==> src/rtl/spi_frm_pkg.sv <==
package spi_frm_pkg;
  typedef enum logic [2:0] {
    SQ_IDLE,
    SQ_SETUP,
    SQ_XFER,
    SQ_GAP,
    SQ_HOLD
  } sq_state_e;
endpackage

==> src/rtl/spi_tx_fifo.sv <==
module spi_tx_fifo #(
  parameter int W     = 8,
  parameter int DEPTH = 2
) (
  input  logic         clk,
  input  logic         rst_n,
  input  logic         push,
  input  logic [W-1:0] push_data,
  input  logic         pop,
  output logic [W-1:0] head,
  output logic         full,
  output logic         empty
);
  localparam int AW = (DEPTH > 1) ? $clog2(DEPTH) : 1;
  localparam int CW = $clog2(DEPTH + 1);
  localparam logic [AW-1:0] LAST = AW'(DEPTH - 1);
  localparam logic [CW-1:0] FULLC = CW'(DEPTH);

  logic [W-1:0]  mem [DEPTH];
  logic [AW-1:0] wp, rp;
  logic [CW-1:0] cnt;
  logic          do_push, do_pop;

  assign full    = (cnt == FULLC);
  assign empty   = (cnt == '0);
  assign do_push = push && !full;
  assign do_pop  = pop && !empty;
  assign head    = mem[rp];

  always_ff @(posedge clk or negedge rst_n) begin
    if (!rst_n) begin
      wp  <= '0;
      rp  <= '0;
      cnt <= '0;
    end else begin
      if (do_push) wp <= (wp == LAST) ? '0 : wp + 1'b1;
      if (do_pop)  rp <= (rp == LAST) ? '0 : rp + 1'b1;
      case ({do_push, do_pop})
        2'b10:   cnt <= cnt + 1'b1;
        2'b01:   cnt <= cnt - 1'b1;
        default: cnt <= cnt;
      endcase
    end
  end

  for (genvar g = 0; g < DEPTH; g++) begin : g_slot
    always_ff @(posedge clk or negedge rst_n) begin
      if (!rst_n)                        mem[g] <= '0;
      else if (do_push && wp == AW'(g))  mem[g] <= push_data;
    end
  end
endmodule

==> src/rtl/spi_half_tick.sv <==
module spi_half_tick #(
  parameter int DW = 8
) (
  input  logic          clk,
  input  logic          rst_n,
  input  logic          run,
  input  logic [DW-1:0] div,
  output logic          tick
);
  logic [DW-1:0] cnt;

  assign tick = run && (cnt == div);

  always_ff @(posedge clk or negedge rst_n) begin
    if (!rst_n)            cnt <= '0;
    else if (!run || tick) cnt <= '0;
    else                   cnt <= cnt + 1'b1;
  end
endmodule

==> src/rtl/spi_frame_seq.sv <==
module spi_frame_seq
  import spi_frm_pkg::*;
#(
  parameter int W  = 8,
  parameter int TW = 4
) (
  input  logic          clk,
  input  logic          rst_n,
  input  logic          tick,
  input  logic          cfg_cpol,
  input  logic          cfg_cpha,
  input  logic [TW-1:0] cfg_setup,
  input  logic [TW-1:0] cfg_hold,
  input  logic [TW-1:0] cfg_gap,
  input  logic          q_empty,
  input  logic [W-1:0]  q_head,
  input  logic          miso,
  output logic          pop,
  output logic          run,
  output logic          sclk,
  output logic          mosi,
  output logic          cs_n,
  output logic          rx_valid,
  output logic [W-1:0]  rx_data
);
  localparam int HW = $clog2(2 * W);
  localparam logic [HW-1:0] LASTH = HW'(2 * W - 1);

  sq_state_e     st;
  logic [HW-1:0] h;
  logic [TW:0]   wc;
  logic [TW-1:0] wait_n;
  logic [TW:0]   wlast;
  logic          wdone, fend;
  logic [W-1:0]  tx_sh, rx_sh;

  always_comb begin
    case (st)
      SQ_SETUP: wait_n = cfg_setup;
      SQ_GAP:   wait_n = cfg_gap;
      default:  wait_n = cfg_hold;
    endcase
  end

  assign wlast = {wait_n, 1'b0} - {{TW{1'b0}}, 1'b1};
  assign wdone = (wc == wlast);
  assign fend  = (st == SQ_XFER) && tick && (h == LASTH);

  assign pop = ((st == SQ_IDLE) && !q_empty) ||
               (fend && !q_empty) ||
               ((st == SQ_HOLD) && tick && wdone && !q_empty);

  assign run  = (st != SQ_IDLE);
  assign cs_n = (st == SQ_IDLE);
  assign sclk = (st == SQ_XFER) ? (cfg_cpol ^ h[0] ^ cfg_cpha) : cfg_cpol;
  assign mosi = (st == SQ_IDLE) ? 1'b0 : tx_sh[W-1];

  always_ff @(posedge clk or negedge rst_n) begin
    if (!rst_n) begin
      st       <= SQ_IDLE;
      h        <= '0;
      wc       <= '0;
      tx_sh    <= '0;
      rx_sh    <= '0;
      rx_valid <= 1'b0;
      rx_data  <= '0;
    end else begin
      rx_valid <= 1'b0;
      case (st)
        SQ_IDLE: if (!q_empty) begin
          tx_sh <= q_head;
          h     <= '0;
          wc    <= '0;
          st    <= (cfg_setup != '0) ? SQ_SETUP : SQ_XFER;
        end
        SQ_SETUP, SQ_GAP: if (tick) begin
          if (wdone) begin
            st <= SQ_XFER;
            wc <= '0;
          end else begin
            wc <= wc + 1'b1;
          end
        end
        SQ_XFER: if (tick) begin
          if (!h[0]) rx_sh <= {rx_sh[W-2:0], miso};
          else       tx_sh <= {tx_sh[W-2:0], 1'b0};
          if (h == LASTH) begin
            rx_valid <= 1'b1;
            rx_data  <= rx_sh;
            h        <= '0;
            wc       <= '0;
            if (!q_empty) begin
              tx_sh <= q_head;
              st    <= (cfg_gap != '0) ? SQ_GAP : SQ_XFER;
            end else begin
              st <= (cfg_hold != '0) ? SQ_HOLD : SQ_IDLE;
            end
          end else begin
            h <= h + 1'b1;
          end
        end
        SQ_HOLD: if (tick) begin
          if (wdone) begin
            wc <= '0;
            if (!q_empty) begin
              tx_sh <= q_head;
              h     <= '0;
              st    <= SQ_XFER;
            end else begin
              st <= SQ_IDLE;
            end
          end else begin
            wc <= wc + 1'b1;
          end
        end
        default: st <= SQ_IDLE;
      endcase
    end
  end
endmodule

==> src/rtl/spi_burst_master.sv <==
module spi_burst_master #(
  parameter int DATA_W     = 8,
  parameter int FIFO_DEPTH = 2,
  parameter int DIV_W      = 8,
  parameter int TIME_W     = 4
) (
  input  logic              clk,
  input  logic              rst_n,
  input  logic [DIV_W-1:0]  cfg_div,
  input  logic              cfg_cpol,
  input  logic              cfg_cpha,
  input  logic [TIME_W-1:0] cfg_setup,
  input  logic [TIME_W-1:0] cfg_hold,
  input  logic [TIME_W-1:0] cfg_gap,
  input  logic              wr_valid,
  output logic              wr_ready,
  input  logic [DATA_W-1:0] wr_data,
  output logic              fifo_full,
  output logic              fifo_empty,
  output logic              rx_valid,
  output logic [DATA_W-1:0] rx_data,
  output logic              sclk,
  output logic              mosi,
  input  logic              miso,
  output logic              cs_n
);
  logic              pop, run, tick;
  logic [DATA_W-1:0] head;

  assign wr_ready = !fifo_full;

  spi_tx_fifo #(.W(DATA_W), .DEPTH(FIFO_DEPTH)) u_fifo (
    .clk       (clk),
    .rst_n     (rst_n),
    .push      (wr_valid),
    .push_data (wr_data),
    .pop       (pop),
    .head      (head),
    .full      (fifo_full),
    .empty     (fifo_empty)
  );

  spi_half_tick #(.DW(DIV_W)) u_tick (
    .clk   (clk),
    .rst_n (rst_n),
    .run   (run),
    .div   (cfg_div),
    .tick  (tick)
  );

  spi_frame_seq #(.W(DATA_W), .TW(TIME_W)) u_seq (
    .clk       (clk),
    .rst_n     (rst_n),
    .tick      (tick),
    .cfg_cpol  (cfg_cpol),
    .cfg_cpha  (cfg_cpha),
    .cfg_setup (cfg_setup),
    .cfg_hold  (cfg_hold),
    .cfg_gap   (cfg_gap),
    .q_empty   (fifo_empty),
    .q_head    (head),
    .miso      (miso),
    .pop       (pop),
    .run       (run),
    .sclk      (sclk),
    .mosi      (mosi),
    .cs_n      (cs_n),
    .rx_valid  (rx_valid),
    .rx_data   (rx_data)
  );
endmodule

==> config.mk <==
export PLATFORM = sky130hd
export DESIGN_NAME = spi_burst_master
export DESIGN_NICKNAME = d
export VERILOG_FILES = /design/src/rtl/spi_frm_pkg.sv /design/src/rtl/spi_tx_fifo.sv /design/src/rtl/spi_half_tick.sv /design/src/rtl/spi_frame_seq.sv /design/src/rtl/spi_burst_master.sv
export SDC_FILE = /design/constraint.sdc
export NUM_CORES = 1
export LEC_CHECK = 0
export BUFFER_PORTS_ARGS = -buffer_cell sky130_fd_sc_hd__buf_2
export CELL_PAD_IN_SITES_DETAIL_PLACEMENT = 1
export CELL_PAD_IN_SITES_GLOBAL_PLACEMENT = 2
export CORE_ASPECT_RATIO = 1.1
export CORE_MARGIN = 5
export CORE_UTILIZATION = 41
export DETAILED_ROUTE_END_ITERATION = 12
export PLACE_DENSITY = 0.94
export SYNTH_ARGS = -nofsm -noshare
export SYNTH_HDL_FRONTEND = slang
export SYNTH_SLANG_ARGS = --single-unit
==> constraint.sdc <==
create_clock -name clk -period 9.3 [get_ports clk]
set_clock_uncertainty 0.2 [all_clocks]
set_input_delay 1.86 -clock clk [delete_from_list [all_inputs] [get_ports clk]]
set_output_delay 1.86 -clock clk [all_outputs]
set_load 0.05 [all_outputs]
* Word-level counts from Yosys, hierarchy flattened
Cells that the tools add are included.
Word-level totals: input port bits 34, output and inout bits 15, logic and storage cells 125, register bits after elaboration 65
Operators by class: bitwise gates (word level) 5, magnitude comparators 1, equal/unequal tests 18, reductions and logical operators 34, add/subtract/negate cells 8, multiplexer cells 46
Operators by type and width (number):
- two-way mux 8 bit | 11
- two-way mux 3 bit | 9
- two-way mux 5 bit | 5
- one-hot mux 8 bit (3 select lines) | 1
- two-way mux 4 bit | 5
- one-hot mux 5 bit (3 select lines) | 1
- logical AND 1 bit | 12
- != test 2 x 1 -> 1 bit (second input constant) | 6
- one-hot mux 3 bit (4 select lines) | 1
- one-hot mux 4 bit (3 select lines) | 1
- nonzero test 4 bit | 3
- nonzero test 3 bit | 3
- adder 8 x 1 -> 8 bit (second input constant) | 1
- equality test 8 bit | 1
- two-way mux 1 bit | 8
- one-hot mux 4 bit (2 select lines) | 1
- AND reduction 7 bit | 1
- equality test 3 x 2 -> 1 bit (second input constant) | 2
- AND reduction 3 bit | 2
- adder 5 x 1 -> 5 bit (second input constant) | 1
- equality test 5 bit | 1
- AND reduction 5 bit | 1
- subtractor 5 x 1 -> 5 bit (second input constant) | 1
- adder 4 x 1 -> 4 bit (second input constant) | 1
- 23 further kinds | 33

* Depth between registers and ports, before layout
depth in word-level cells 10, gate-level depth with buffers 15, mapped depth without buffers 13

* Hierarchy
A second synthesis with hierarchy kept.
Unflattened totals: cells, all modules 300, area total of the unflattened synthesis 3507.1 µm²
By module, submodules not included:
- spi_frame_seq | area each 2112.0 µm², times used 1, seq. area each 925.9 µm², cells an instance 193
- spi_tx_fifo | area each 890.9 µm², times used 1, seq. area each 500.5 µm², cells an instance 60
- spi_half_tick | area each 500.5 µm², times used 1, seq. area each 200.2 µm², cells an instance 46
- spi_burst_master | area each 3.8 µm², times used 1, seq. area each 0.0 µm², cells an instance 1

* Worst setup path after synthesis
Ideal clock, no wire load.
kind input -> output, start input port cfg_cpha, end output port sclk, stages 3, required time 7.240 ns, setup slack 4.336 ns, buffers on the path 0, data arrival time 2.904 ns, cell sequence xor2_1 > nand2_1 > xnor2_1
Between the ends: cells in the longest elaborated chain, start to end 2
Ends and longest elaborated chain:
- start: declaration | RTL line spi_burst_master.sv:11 | input logic cfg_cpha,
- bitwise XOR 1 bit | RTL line spi_frame_seq.sv:55 | assign sclk = (st == SQ_XFER) ? (cfg_cpol ^ h[0] ^ cfg_cpha) : cfg_cpol;
- two-way mux 1 bit | RTL line spi_frame_seq.sv:55
- end: declaration | RTL line spi_burst_master.sv:22 | output logic sclk,
Every way passes these cells.

* Worst setup path after layout
Same ends and word-level chain as after synthesis.

==> results.yml <==
sta:
  min_period_ns: 4.752
  maxSlewViolCount: 0
  slew_headroom: 0.3701
  rsz0062_at_grt: "no"
  setup_violations: 0
  final-hold-violation-count: 0
  fmax_mhz: 210.4
  fin_crit_sh: 0.5110
  worst_pin_slew_ns: 0.9386
  setup_tns_ns: 0
synth:
  synth-seq-cells: 65
  synth_top_flop_cell: "dfrtp_1"
  yosysTopAreaCellShare: 0.4607
  ys_seq_area_frac: 0.4607
  synth_cell_type_count: 56
  yosysWarningCount: 0
  synth_top_cell_by_area: "dfrtp_1"
  syn-num-nets: 355
  ys_top_cells_by_area: "dfrtp_1 (46%), mux2_2 (12%), xnor2_1 (4.5%)"
  synth.avg_cell_area_sq_um: 11.17
  synth-edff-count: 0
  async_reset_ff_frac: 1.000
  syn_area_sq_mm: 0.003531
  synth_common_cells: "dfrtp_1 (65), mux2_2 (37), nand3_1 (20), nor2_1 (20), xnor2_1 (18)"
  yosysMostFrequentCell: "dfrtp_1"
  syn-instance-count: 316
clock_network:
  hold_buffers: 0
  cts_resized: 0
  root_buffer: "clkbuf_8"
  insertion_delay_ns: 0.34
  post_cts_buffers: 0
  htreeDepth: 3
  clk_pin_slew_ns: 0.07
  numCtsBuffers: 9
  clk_path_buf_depth: 2
  tritoncts: "done"
  cts_sinks: 65
grt:
  grt_max_degree: 66
  grt.busiest_layer: "met2"
  use_met2: 0.2744
  overflow: 0
  met1_usage: 0.2164
  gr-usage-met3: 0.02722
  track_usage: 0.1671
  antenna_found_initial: 0
  grt_pass1_wl_microns: 14300
  grt_pass1_vias: 2914
setup_path:
  worstRegToRegCells: 9
  r2r_slack_ns: 5.63
  critPathRequiredTime_ns: 7.24
  crit_cells: 5
  cp_max_fo: 1
  cp.arrival_ns: 2.69
  end_kind: "output pin"
  reg2reg_from: "u_seq.st[1]"
  critPathMaxStageDelay_ns: 0.28
  worst-path-buf-inv: 2
  crit_family: "buffers and inverters"
  worstReg2RegEnd: "u_seq.h[0]"
  cp_cell_sequence: "buf_2, xor2_1, nand2_1, xnor2_1, buf_2"
  critPathLaunchType: "primary input"
  cpMaxStageDelayCell: "buf_2"
  path_common_cell: "buf_2"
  critPathKind: "primary input to output pin"
placement:
  placed_cell_area_sq_mm: 0.003851
  place_congestion: 0.7852
  io_buffers: 48
  dp_hpwl_microns: 5887
floorplanning:
  start_util: 0.4199
  boundaryPins: 49
  rows: 35
  core_sq_mm: 0.008408
  die_y_microns: 107.3
  die_area_sq_mm: 0.01057
  dieWidth_microns: 98.48
layout:
  syn2layout_area_growth_pct: 16.27
  fillers: 960
  design_area_sq_mm: 0.004105
  drive_gt1_frac: 0.3181
  fin_util: 0.4882
  num_antenna_cells: 0
  layout.nets: 405
routing:
  detail-route-antenna-nets: 0
  viasPerCell: 5.508
  firstDrtPassIters: 4
  wl_microns: 8229
  drt-initial-drc-count: 79
  vias: 2655
  drc: 0
  routedWlPerCell_microns: 17.07
power:
  seq_power_share: 0.424
  p_clk_frac: 0.317
  internal_power_uw: 656.9
  switching_share: 0.3149
  vdd_drop_max_uv: 167.7
  pwr_density_cell_mw_per_mm2: 233.6
  p_switching_uw: 301.9
  combPwrFrac: 0.259
  p_leak_nw: 1.870
  p_total_uw: 958.8
hold_path:
  min_path_cells: 1
  hp-start: "u_fifo.wp"
  worstHoldEndpoint: "u_fifo.wp"
  hold_class: "flop to flop"
status:
  status: "finished clean"
job:
  drv_cap: 0
==> how the worst max path moves through the flow <==
| stage | startpoint | endpoint | slack [ns] |
|---|---|---|---|
| 2_1_floorplan | cfg_cpha | sclk | 4.34 |
| 3_3_place_gp | cfg_gap[0] | u_seq.h[0] | 4.55 |
| 3_5_place_dp | cfg_setup[0] | u_seq.h[0] | 4.43 |
| 4_1_cts | cfg_cpha | sclk | 4.52 |
| 5_1_grt | cfg_cpha | sclk | 4.43 |
| 6_report | cfg_cpha | sclk | 4.55 |
==> logic make-up (layout without fill, tap and decap cells) <==
logic type | count (synthesis) | in the layout | share of synthesized area
adders and majority gates | 6 | 6 | 0.02055
buffers and inverters | 19 | 74 | 0.02941
and+or+nand+nor | 89 | 89 | 0.1417
muxes | 51 | 51 | 0.1637
DFF | 65 | 65 | 0.4607
xor gates and xnor gates | 29 | 29 | 0.07619
AOI/OAI and AO/OA | 57 | 57 | 0.1077
==> power groups by stage <==
stage | logic, mW | clock network (mW) | registers (mW)
2_1_floorplan | 0.197 | 0 | 0.394
3_3_place_gp | 0.241 | 0 | 0.407
3_5_place_dp | 0.252 | 0 | 0.414
4_1_cts | 0.254 | 0.310 | 0.408
5_1_grt | 0.280 | 0.325 | 0.420
6_report | 0.248 | 0.304 | 0.407
==> per-layer routing <==
layer | routed length, microns | part of all wire
met5 | 0 | 0
met4 | 210 | 0.026
met3 | 267 | 0.032
met2 | 4098 | 0.50
met1 | 3651 | 0.44
==> stage by stage <==
stage	setup slack [ns]	cells	hold WS, ns
floorplan	4.336	316	0.2566
global placement	4.546	466	0.2744
finish	4.548	482	0.3035
detailed placement	4.433	466	0.2898
global route	4.433	482	0.3240
CTS	4.515	482	0.3075
==> cell type report <==
class                           instances  area [sq um]  area share
Multi-Input combinational cell        232          1800      0.4386
Sequential cell                        65          1627      0.3962
Timing Repair Buffer                   50         255.2     0.06218
Clock buffer                           12         155.1     0.03779
Tap cell                              111         138.9     0.03383
Clock inverter                          4         98.84     0.02408
Inverter                                8         30.03    0.007315
==> cell usage in the layout, fill, tap and decap left out, types with 12 or more instances in the layout <==
cell type,netlist,layout
nand2_1,14,14
mux2_2,37,37
nand3_1,20,20
buf_2,2,48
xnor2_1,18,18
nor2_1,20,20
o21ai_0,17,17
a21oi_1,12,12
dfrtp_1,65,65
==> sequential cells by signal, summed over array words and instances, names as in the netlist <==
name / flops
u_seq.h: 4
u_fifo.rp: 1
u_fifo.cnt: 2
u_fifo.wp: 1
u_seq.rx_data: 8
u_seq.wc: 5
u_seq.rx_valid: 1
u_seq.tx_sh: 8
u_seq.st: 3
u_tick.cnt: 8
u_fifo.mem: 16
u_seq.rx_sh: 8
==> worst register-to-register path, stage by stage, from the launching register on <==
cell and delay (ns):
dfrtp_1 0.63, mux2_2 0.42, mux2i_1 0.22, ha_1 0.28
xor2_1 0.14, o311a_2 0.20, o211a_1 0.17, nand4b_1 0.11
o21ai_1 0.76, mux2_2 0.41
No activity file was read; power rests on OpenSTA's default activity.
